$ cat src/rtl/vagu_pkg.sv
`timescale 1ns/1ps
package vagu_pkg;
  typedef enum logic [1:0] {
    AM_UNIT    = 2'd0,
    AM_STRIDE  = 2'd1,
    AM_INDEX   = 2'd2,
    AM_INDEX_B = 2'd3
  } amode_e;
endpackage

$ cat src/rtl/vagu_offset.sv
`timescale 1ns/1ps
module vagu_offset
  import vagu_pkg::*;
#(
  parameter int AW      = 32,
  parameter int ESZ_LOG = 2
) (
  input  logic          clk,
  input  logic          rst,
  input  logic          clear,
  input  logic          step_en,
  input  amode_e        mode,
  input  logic [AW-1:0] base,
  input  logic [AW-1:0] stride,
  input  logic [AW-1:0] idx_val,
  output logic [AW-1:0] cand_addr
);
  localparam logic [AW-1:0] USTEP = AW'(1) << ESZ_LOG;

  logic [AW-1:0] off_q;
  logic [AW-1:0] step;

  // running offset replaces an i*stride multiply
  always_comb begin
    step      = (mode == AM_STRIDE) ? stride : USTEP;
    cand_addr = base + (mode[1] ? idx_val : off_q);
  end

  always_ff @(posedge clk) begin
    if (rst || clear) off_q <= '0;
    else if (step_en) off_q <= off_q + step;
  end

  AST_OFF_CLEARED: assert property (@(posedge clk) disable iff (rst)
    clear |=> off_q == '0);
endmodule

$ cat src/rtl/vagu_bank.sv
`timescale 1ns/1ps
module vagu_bank #(
  parameter int NBANK = 8,
  localparam int BW = $clog2(NBANK)
) (
  input  logic             clk,
  input  logic             rst,
  input  logic             clear,
  input  logic             load,
  input  logic [BW-1:0]    cand_bank,
  input  logic [NBANK-1:0] bank_busy,
  output logic             conflict
);
  logic [BW-1:0] last_q;
  logic          have_q;

  always_comb conflict = have_q && (cand_bank == last_q) && bank_busy[cand_bank];

  always_ff @(posedge clk) begin
    if (rst || clear) begin
      have_q <= 1'b0;
      last_q <= '0;
    end else if (load) begin
      have_q <= 1'b1;
      last_q <= cand_bank;
    end
  end

  AST_HAVE_AFTER_LOAD: assert property (@(posedge clk) disable iff (rst)
    (load && !clear) |=> have_q && last_q == $past(cand_bank));
endmodule

$ cat src/rtl/vagu_outreg.sv
`timescale 1ns/1ps
module vagu_outreg #(
  parameter int AW      = 32,
  parameter int BW      = 3,
  parameter int IW      = 3,
  parameter int ESZ_LOG = 2
) (
  input  logic          clk,
  input  logic          rst,
  input  logic          load,
  input  logic [AW-1:0] in_addr,
  input  logic [BW-1:0] in_bank,
  input  logic [IW-1:0] in_elem,
  input  logic          in_last,
  input  logic          ready,
  output logic          valid,
  output logic [AW-1:0] addr,
  output logic [BW-1:0] bank,
  output logic [IW-1:0] elem,
  output logic          last
);
  always_ff @(posedge clk) begin
    if (rst) begin
      valid <= 1'b0;
      addr  <= '0;
      bank  <= '0;
      elem  <= '0;
      last  <= 1'b0;
    end else if (load) begin
      valid <= 1'b1;
      addr  <= in_addr;
      bank  <= in_bank;
      elem  <= in_elem;
      last  <= in_last;
    end else if (ready) begin
      valid <= 1'b0;
    end
  end

  AST_HOLD_STABLE: assert property (@(posedge clk) disable iff (rst)
    (valid && !ready) |=> valid && $stable(addr) && $stable(elem));
  AST_BANK_FIELD: assert property (@(posedge clk) disable iff (rst)
    valid |-> bank == addr[ESZ_LOG +: BW]);
endmodule

$ cat src/rtl/vec_addr_gen.sv
`timescale 1ns/1ps
module vec_addr_gen
  import vagu_pkg::*;
#(
  parameter int AW      = 32,
  parameter int MAX_VL  = 8,
  parameter int ESZ_LOG = 2,
  localparam int NBANK  = MAX_VL,
  localparam int BW     = $clog2(NBANK),
  localparam int IW     = $clog2(MAX_VL)
) (
  input  logic             clk,
  input  logic             rst,
  input  logic             start,
  input  logic [1:0]       mode,
  input  logic [AW-1:0]    base,
  input  logic [AW-1:0]    stride,
  input  logic [IW:0]      vlen,
  output logic [IW-1:0]    idx_sel,
  input  logic [AW-1:0]    idx_val,
  input  logic [NBANK-1:0] bank_busy,
  output logic             req_valid,
  input  logic             req_ready,
  output logic [AW-1:0]    req_addr,
  output logic [BW-1:0]    req_bank,
  output logic [IW-1:0]    req_elem,
  output logic             done,
  output logic             busy,
  output logic             stall
);
  logic          busy_q, zero_q;
  logic [IW:0]   cnt_q, vl_q;
  amode_e        mode_q;
  logic [AW-1:0] base_q, stride_q;

  logic          start_acc, can_gen, space, conflict, load, accept_last, req_last;
  logic [AW-1:0] cand_addr;
  logic [BW-1:0] cand_bank;
  logic          cand_last;

  always_comb begin
    start_acc   = start && !busy_q;
    can_gen     = busy_q && (cnt_q < vl_q);
    space       = !req_valid || req_ready;
    load        = can_gen && space && !conflict;
    stall       = can_gen && space && conflict;
    accept_last = req_valid && req_ready && req_last;
    done        = accept_last || zero_q;
    busy        = busy_q;
    idx_sel     = cnt_q[IW-1:0];
    cand_bank   = cand_addr[ESZ_LOG +: BW];
    cand_last   = (cnt_q == vl_q - 1'b1);
  end

  always_ff @(posedge clk) begin
    if (rst) begin
      busy_q   <= 1'b0;
      zero_q   <= 1'b0;
      cnt_q    <= '0;
      vl_q     <= '0;
      mode_q   <= AM_UNIT;
      base_q   <= '0;
      stride_q <= '0;
    end else begin
      zero_q <= start_acc && (vlen == '0);
      if (start_acc) begin
        busy_q   <= (vlen != '0);
        cnt_q    <= '0;
        vl_q     <= vlen;
        mode_q   <= amode_e'(mode);
        base_q   <= base;
        stride_q <= stride;
      end else begin
        if (load)        cnt_q  <= cnt_q + 1'b1;
        if (accept_last) busy_q <= 1'b0;
      end
    end
  end

  vagu_offset #(.AW(AW), .ESZ_LOG(ESZ_LOG)) u_offset (
    .clk(clk), .rst(rst), .clear(start_acc), .step_en(load), .mode(mode_q),
    .base(base_q), .stride(stride_q), .idx_val(idx_val), .cand_addr(cand_addr)
  );

  vagu_bank #(.NBANK(NBANK)) u_bank (
    .clk(clk), .rst(rst), .clear(start_acc), .load(load),
    .cand_bank(cand_bank), .bank_busy(bank_busy), .conflict(conflict)
  );

  vagu_outreg #(.AW(AW), .BW(BW), .IW(IW), .ESZ_LOG(ESZ_LOG)) u_out (
    .clk(clk), .rst(rst), .load(load), .in_addr(cand_addr), .in_bank(cand_bank),
    .in_elem(cnt_q[IW-1:0]), .in_last(cand_last), .ready(req_ready),
    .valid(req_valid), .addr(req_addr), .bank(req_bank), .elem(req_elem), .last(req_last)
  );

  AST_ELEM_STEP: assert property (@(posedge clk) disable iff (rst)
    (req_valid && req_ready && !done) |=> (!req_valid || req_elem == $past(req_elem) + 1'b1));
  AST_DONE_SINGLE: assert property (@(posedge clk) disable iff (rst)
    (done && busy) |=> !done);
  AST_ZERO_QUIET: assert property (@(posedge clk) disable iff (rst)
    zero_q |-> !req_valid && !busy);
  AST_DONE_ENDS_BUSY: assert property (@(posedge clk) disable iff (rst)
    (done && busy) |=> !busy);
  AST_START_IGNORED: assert property (@(posedge clk) disable iff (rst)
    (busy && start) |=> $stable(base_q) && $stable(vl_q) && $stable(mode_q));
  AST_STALL_QUIET: assert property (@(posedge clk) disable iff (rst)
    stall |=> req_valid == ($past(req_valid) && !$past(req_ready)));
endmodule

$ cat config.mk
export PLATFORM = sky130hd
export DESIGN_NAME = vec_addr_gen
export DESIGN_NICKNAME = d
export VERILOG_FILES = /design/src/rtl/vagu_pkg.sv /design/src/rtl/vagu_offset.sv /design/src/rtl/vagu_bank.sv /design/src/rtl/vagu_outreg.sv /design/src/rtl/vec_addr_gen.sv
export SDC_FILE = /design/constraint.sdc
export NUM_CORES = 1
export LEC_CHECK = 0
export BUFFER_PORTS_ARGS = -buffer_cell sky130_fd_sc_hd__buf_2
export CORE_MARGIN = 10
export CORE_UTILIZATION = 40
export DETAILED_ROUTE_END_ITERATION = 10
export SLEW_MARGIN = 20
export SYNTH_ARGS = -nofsm -noshare
export SYNTH_HDL_FRONTEND = slang
export SYNTH_SLANG_ARGS = --single-unit
$ cat constraint.sdc
create_clock -name clk -period 5.7 [get_ports clk]
set_clock_uncertainty 0.2 [all_clocks]
set_input_delay 1.14 -clock clk [delete_from_list [all_inputs] [get_ports clk]]
set_output_delay 1.14 -clock clk [all_outputs]
set_load 0.02 [all_outputs]
==> impl_results.md <==
* Status: completed
* Min-delay worst type: reg2reg
* Core ar. at about 22000 µm²
* All-Layer GR Usage at between 10% and 20%
* Top cells by area, synth: dfxtp_1 (33%), ha_1 (9.6%), a22o_1 (6.4%)
* Worst Setup Start Kind: register
* Starting density of the core at approximately two fifths
* RSZ-0062 raised after global routing: false
* Max-slew violations at 0
* Diode count at 0
* Tcrit/Tclk final at 94.9%
* Most frequent cell after synthesis: dfxtp_1
* Via-to-Cell Ratio at ~5.4
* FILL cells at ~2200
* Vias in the first global route at about 8000
* Fmax at between 0.15 and 0.2 GHz
* Die area at a little under 30000 µm²
* I/O Buffers at about 160
* Synthesized net count at ~1300
* Avg Synthesized Cell Area at around 8.5 µm²
* CTS tree: yes
* Clock insertion delay at the later pin of the skew report at between 0.4 and 0.5 ns
* Ratio of cells with drive above 1 in the final layout at between 10% and 20%
* Min-Delay Endpoint: u_bank.have_q
* Seq/Total Area, Yosys at 33.1%
* First-pass GRT wire length at 41.6 mm
* WHS at between 0.2 and 0.25 ns
* Cell count after synthesis at about 1100
* Number of enable flip-flop cells after synthesis at 0
* Total number of vias at 8076
* Setup TNS at 0 ns
* Layout net count at about 1400
* Crit path capture type: output port
* Worst path bufs/invs at 2
* Die outline width at around 170 µm
* Post-synth top area cell: dfxtp_1
* Clock network power share at between 40% and 50%
* Yosys synthesis warning count at 0
* Final ANT Viol Nets at 0
* Seq pwr share at between 40% and 50%
* Drt initial violations at between 500 and 600
* Post-Layout Cell Count at 1484
* Placed Cells incl. Taps at 1455
* Crit-path max cell delay at between 0.7 and 0.8 ns
* Cell family with the largest share of critical-path delay: multiplexers
* Clock slew at reported path FFs at about 0.060 ns
* Cell area after placement at between 10000 and 15000 µm²
* Worst path cell trace: mux2_2 -> ha_1 -> inv_1 -> fa_1 -> xnor2_1 -> mux4_2 -> and3_1 -> o2111a_1 -> nor2b_1 -> buf_2
* Hold Crit Depth at 2
* Rows at 54
* Hold_sp: u_bank.have_q
* Design area at 10600 µm²
* Sw Ratio at 26.4%
* Top-area cell type share of the netlist area at between 30% and 40%
* Synth cell types at 64
* Pin count of the biggest net entering global routing at 52
* Top FF cell, synth: dfxtp_1
* Placer Congestion at 0.911
* Io pins at approximately 160
* Arr. time, crit path at between 4 and 5 ns
* Critical path's slowest cell: dfxtp_1
* Worst vdd ir at between 0.1 and 0.15 mV
* Pint at ~0.0019 W
* Register area at just under 3000 µm²
* Critical path class: reg2out
* Synth cell count leaders: dfxtp_1 (149), nand2_1 (131), a21oi_1 (101), ha_1 (69), a22o_1 (66)
* Area of the multi-input gates at between 5000 and 6000 µm²
* Actual slew at the worst max-slew pin at approximately 1.0 ns
* Antenna violations before repair at 0
* Setup ws final at slightly below 0.3 ns
* Power Dens Cells at 241 nW/µm²
* CTS resizes at 0
* Chip height at ~170 µm
* Logic pwr share at around 14%
* FF+latch count, synth at approximately 150
* First drt pass iteration count at 5
* Drt drc at 0
* Mapped Area at ~9000 µm²
* Pleak at ~4.6 nW
* CP required at 4.36 ns
* Routed WL at about 26 mm
* Total grt overflow at 0
* H-Tree Depth at 4
* Area delta synth->final at 17.1%
* Final setup violating endpoints at 0
* CTS Buf Count at 17
* Final Hold Fails at 0
* CP Max Fanout at 15
* Clock sinks at around 150
* Reg2reg end: u_out.addr[23]
* Reg2Reg Depth at 12
* Slew HR at around 33%
* WL/cell at ~18 µm
* Setup bufs post-CTS at 0
* Clock Tree Root: clkbuf_16
* Post-cts hold buffer count at 0
* Max-cap viol count at 0
* Switching power at 0.000674 W
* HPWL Detailed at 20.1 mm
* Ys async rst share at 0%
* R2R Setup Slk at around 0.86 ns
* Deepest clock path buffer count at 2
* FF-to-FF Start: mode_q[1]
* Fin crit period at 5.41 ns
* Setup Slack @ Placement at about 0.4 ns
-- worst max-delay path by stage --
stage,from,endpoint,depth (start not counted)
finish,mode_q[1],stall,10
global route,mode_q[1],stall,10
CTS,mode_q[1],stall,10
detailed placement,idx_val[0],stall,11
global placement,idx_val[0],stall,11
floorplan,idx_val[0],stall,10
-- cell usage in the layout (no fill, tap or decap), drive strengths merged, types with 8 or more instances in the layout --
cell type,count
ha,69
and3,8
o211ai,12
and2,37
o21a,13
buf,172
a31oi,8
nor2,51
inv,28
mux2,30
a211oi,15
or3,11
nand2,131
clkbuf,25
dfxtp,149
a21o,23
nor3,15
xnor2,31
a21oi,101
nand3b,15
nand3,30
o21ai,46
a22o,66
nor2b,11
xor2,12
-- per-layer routing --
metal,wire length (µm),GRT usage (%)
met4,343,5.00
met5,0,0
met2,12000,28.8
met3,1530,4.63
met1,12600,23.3
-- sequential cells by signal, indices dropped and copies added (netlist names) --
signal          count
stride_q           32
u_bank.last_q       3
u_out.addr         32
u_out.elem          3
u_out.valid         1
u_offset.off_q     32
base_q             32
u_bank.have_q       1
zero_q              1
u_out.last          1
cnt_q               4
busy                1
vl_q                4
mode_q              2
-- logic make-up after synthesis --
| group | synth area share (%) |
|---|---|
| and+or+nand+nor | 18.5 |
| buffers and inverters | 4.31 |
| adders and majority gates | 10.0 |
| AOI/OAI and AO/OA | 25.0 |
| xor gates and xnor gates | 4.17 |
| muxes | 5.02 |
| DFF | 33.1 |
-- tightest hold or removal path, stage by stage, from the launching register on --
cell and delay, ns:
dfxtp_1 0.31, inv_1 0.04, a21oi_1 0.05
-- per-stage QoR --
stage / total power (W) / utilization, %
after detailed placement: 0.00150 / 45.5
final: 0.00255 / 48.0
after global routing: 0.00265 / 48.0
after floorplan: 0.00137 / -
after global placement: 0.00150 / 45.5
after CTS: 0.00257 / 48.0
-- power groups by stage --
| stage | Clock, W | Combinational (W) | Sequential (W) |
|---|---|---|---|
| 2_1_floorplan | 0 | 0.000235 | 0.00114 |
| 3_3_place_gp | 0 | 0.000359 | 0.00114 |
| 3_5_place_dp | 0 | 0.000359 | 0.00114 |
| 4_1_cts | 0.00109 | 0.000362 | 0.00112 |
| 5_1_grt | 0.00113 | 0.000398 | 0.00112 |
| 6_report | 0.00107 | 0.000360 | 0.00112 |
-- cell type report --
class                           count  share of cell area, %
Clock inverter                      4                  0.450
Tap cell                          280                   3.32
Inverter                           28                  0.995
Timing Repair Buffer              172                   8.60
Clock buffer                       25                   4.69
Sequential cell                   149                   28.2
Multi-Input combinational cell    826                   53.7
Power figures use the tool's default switching activity.
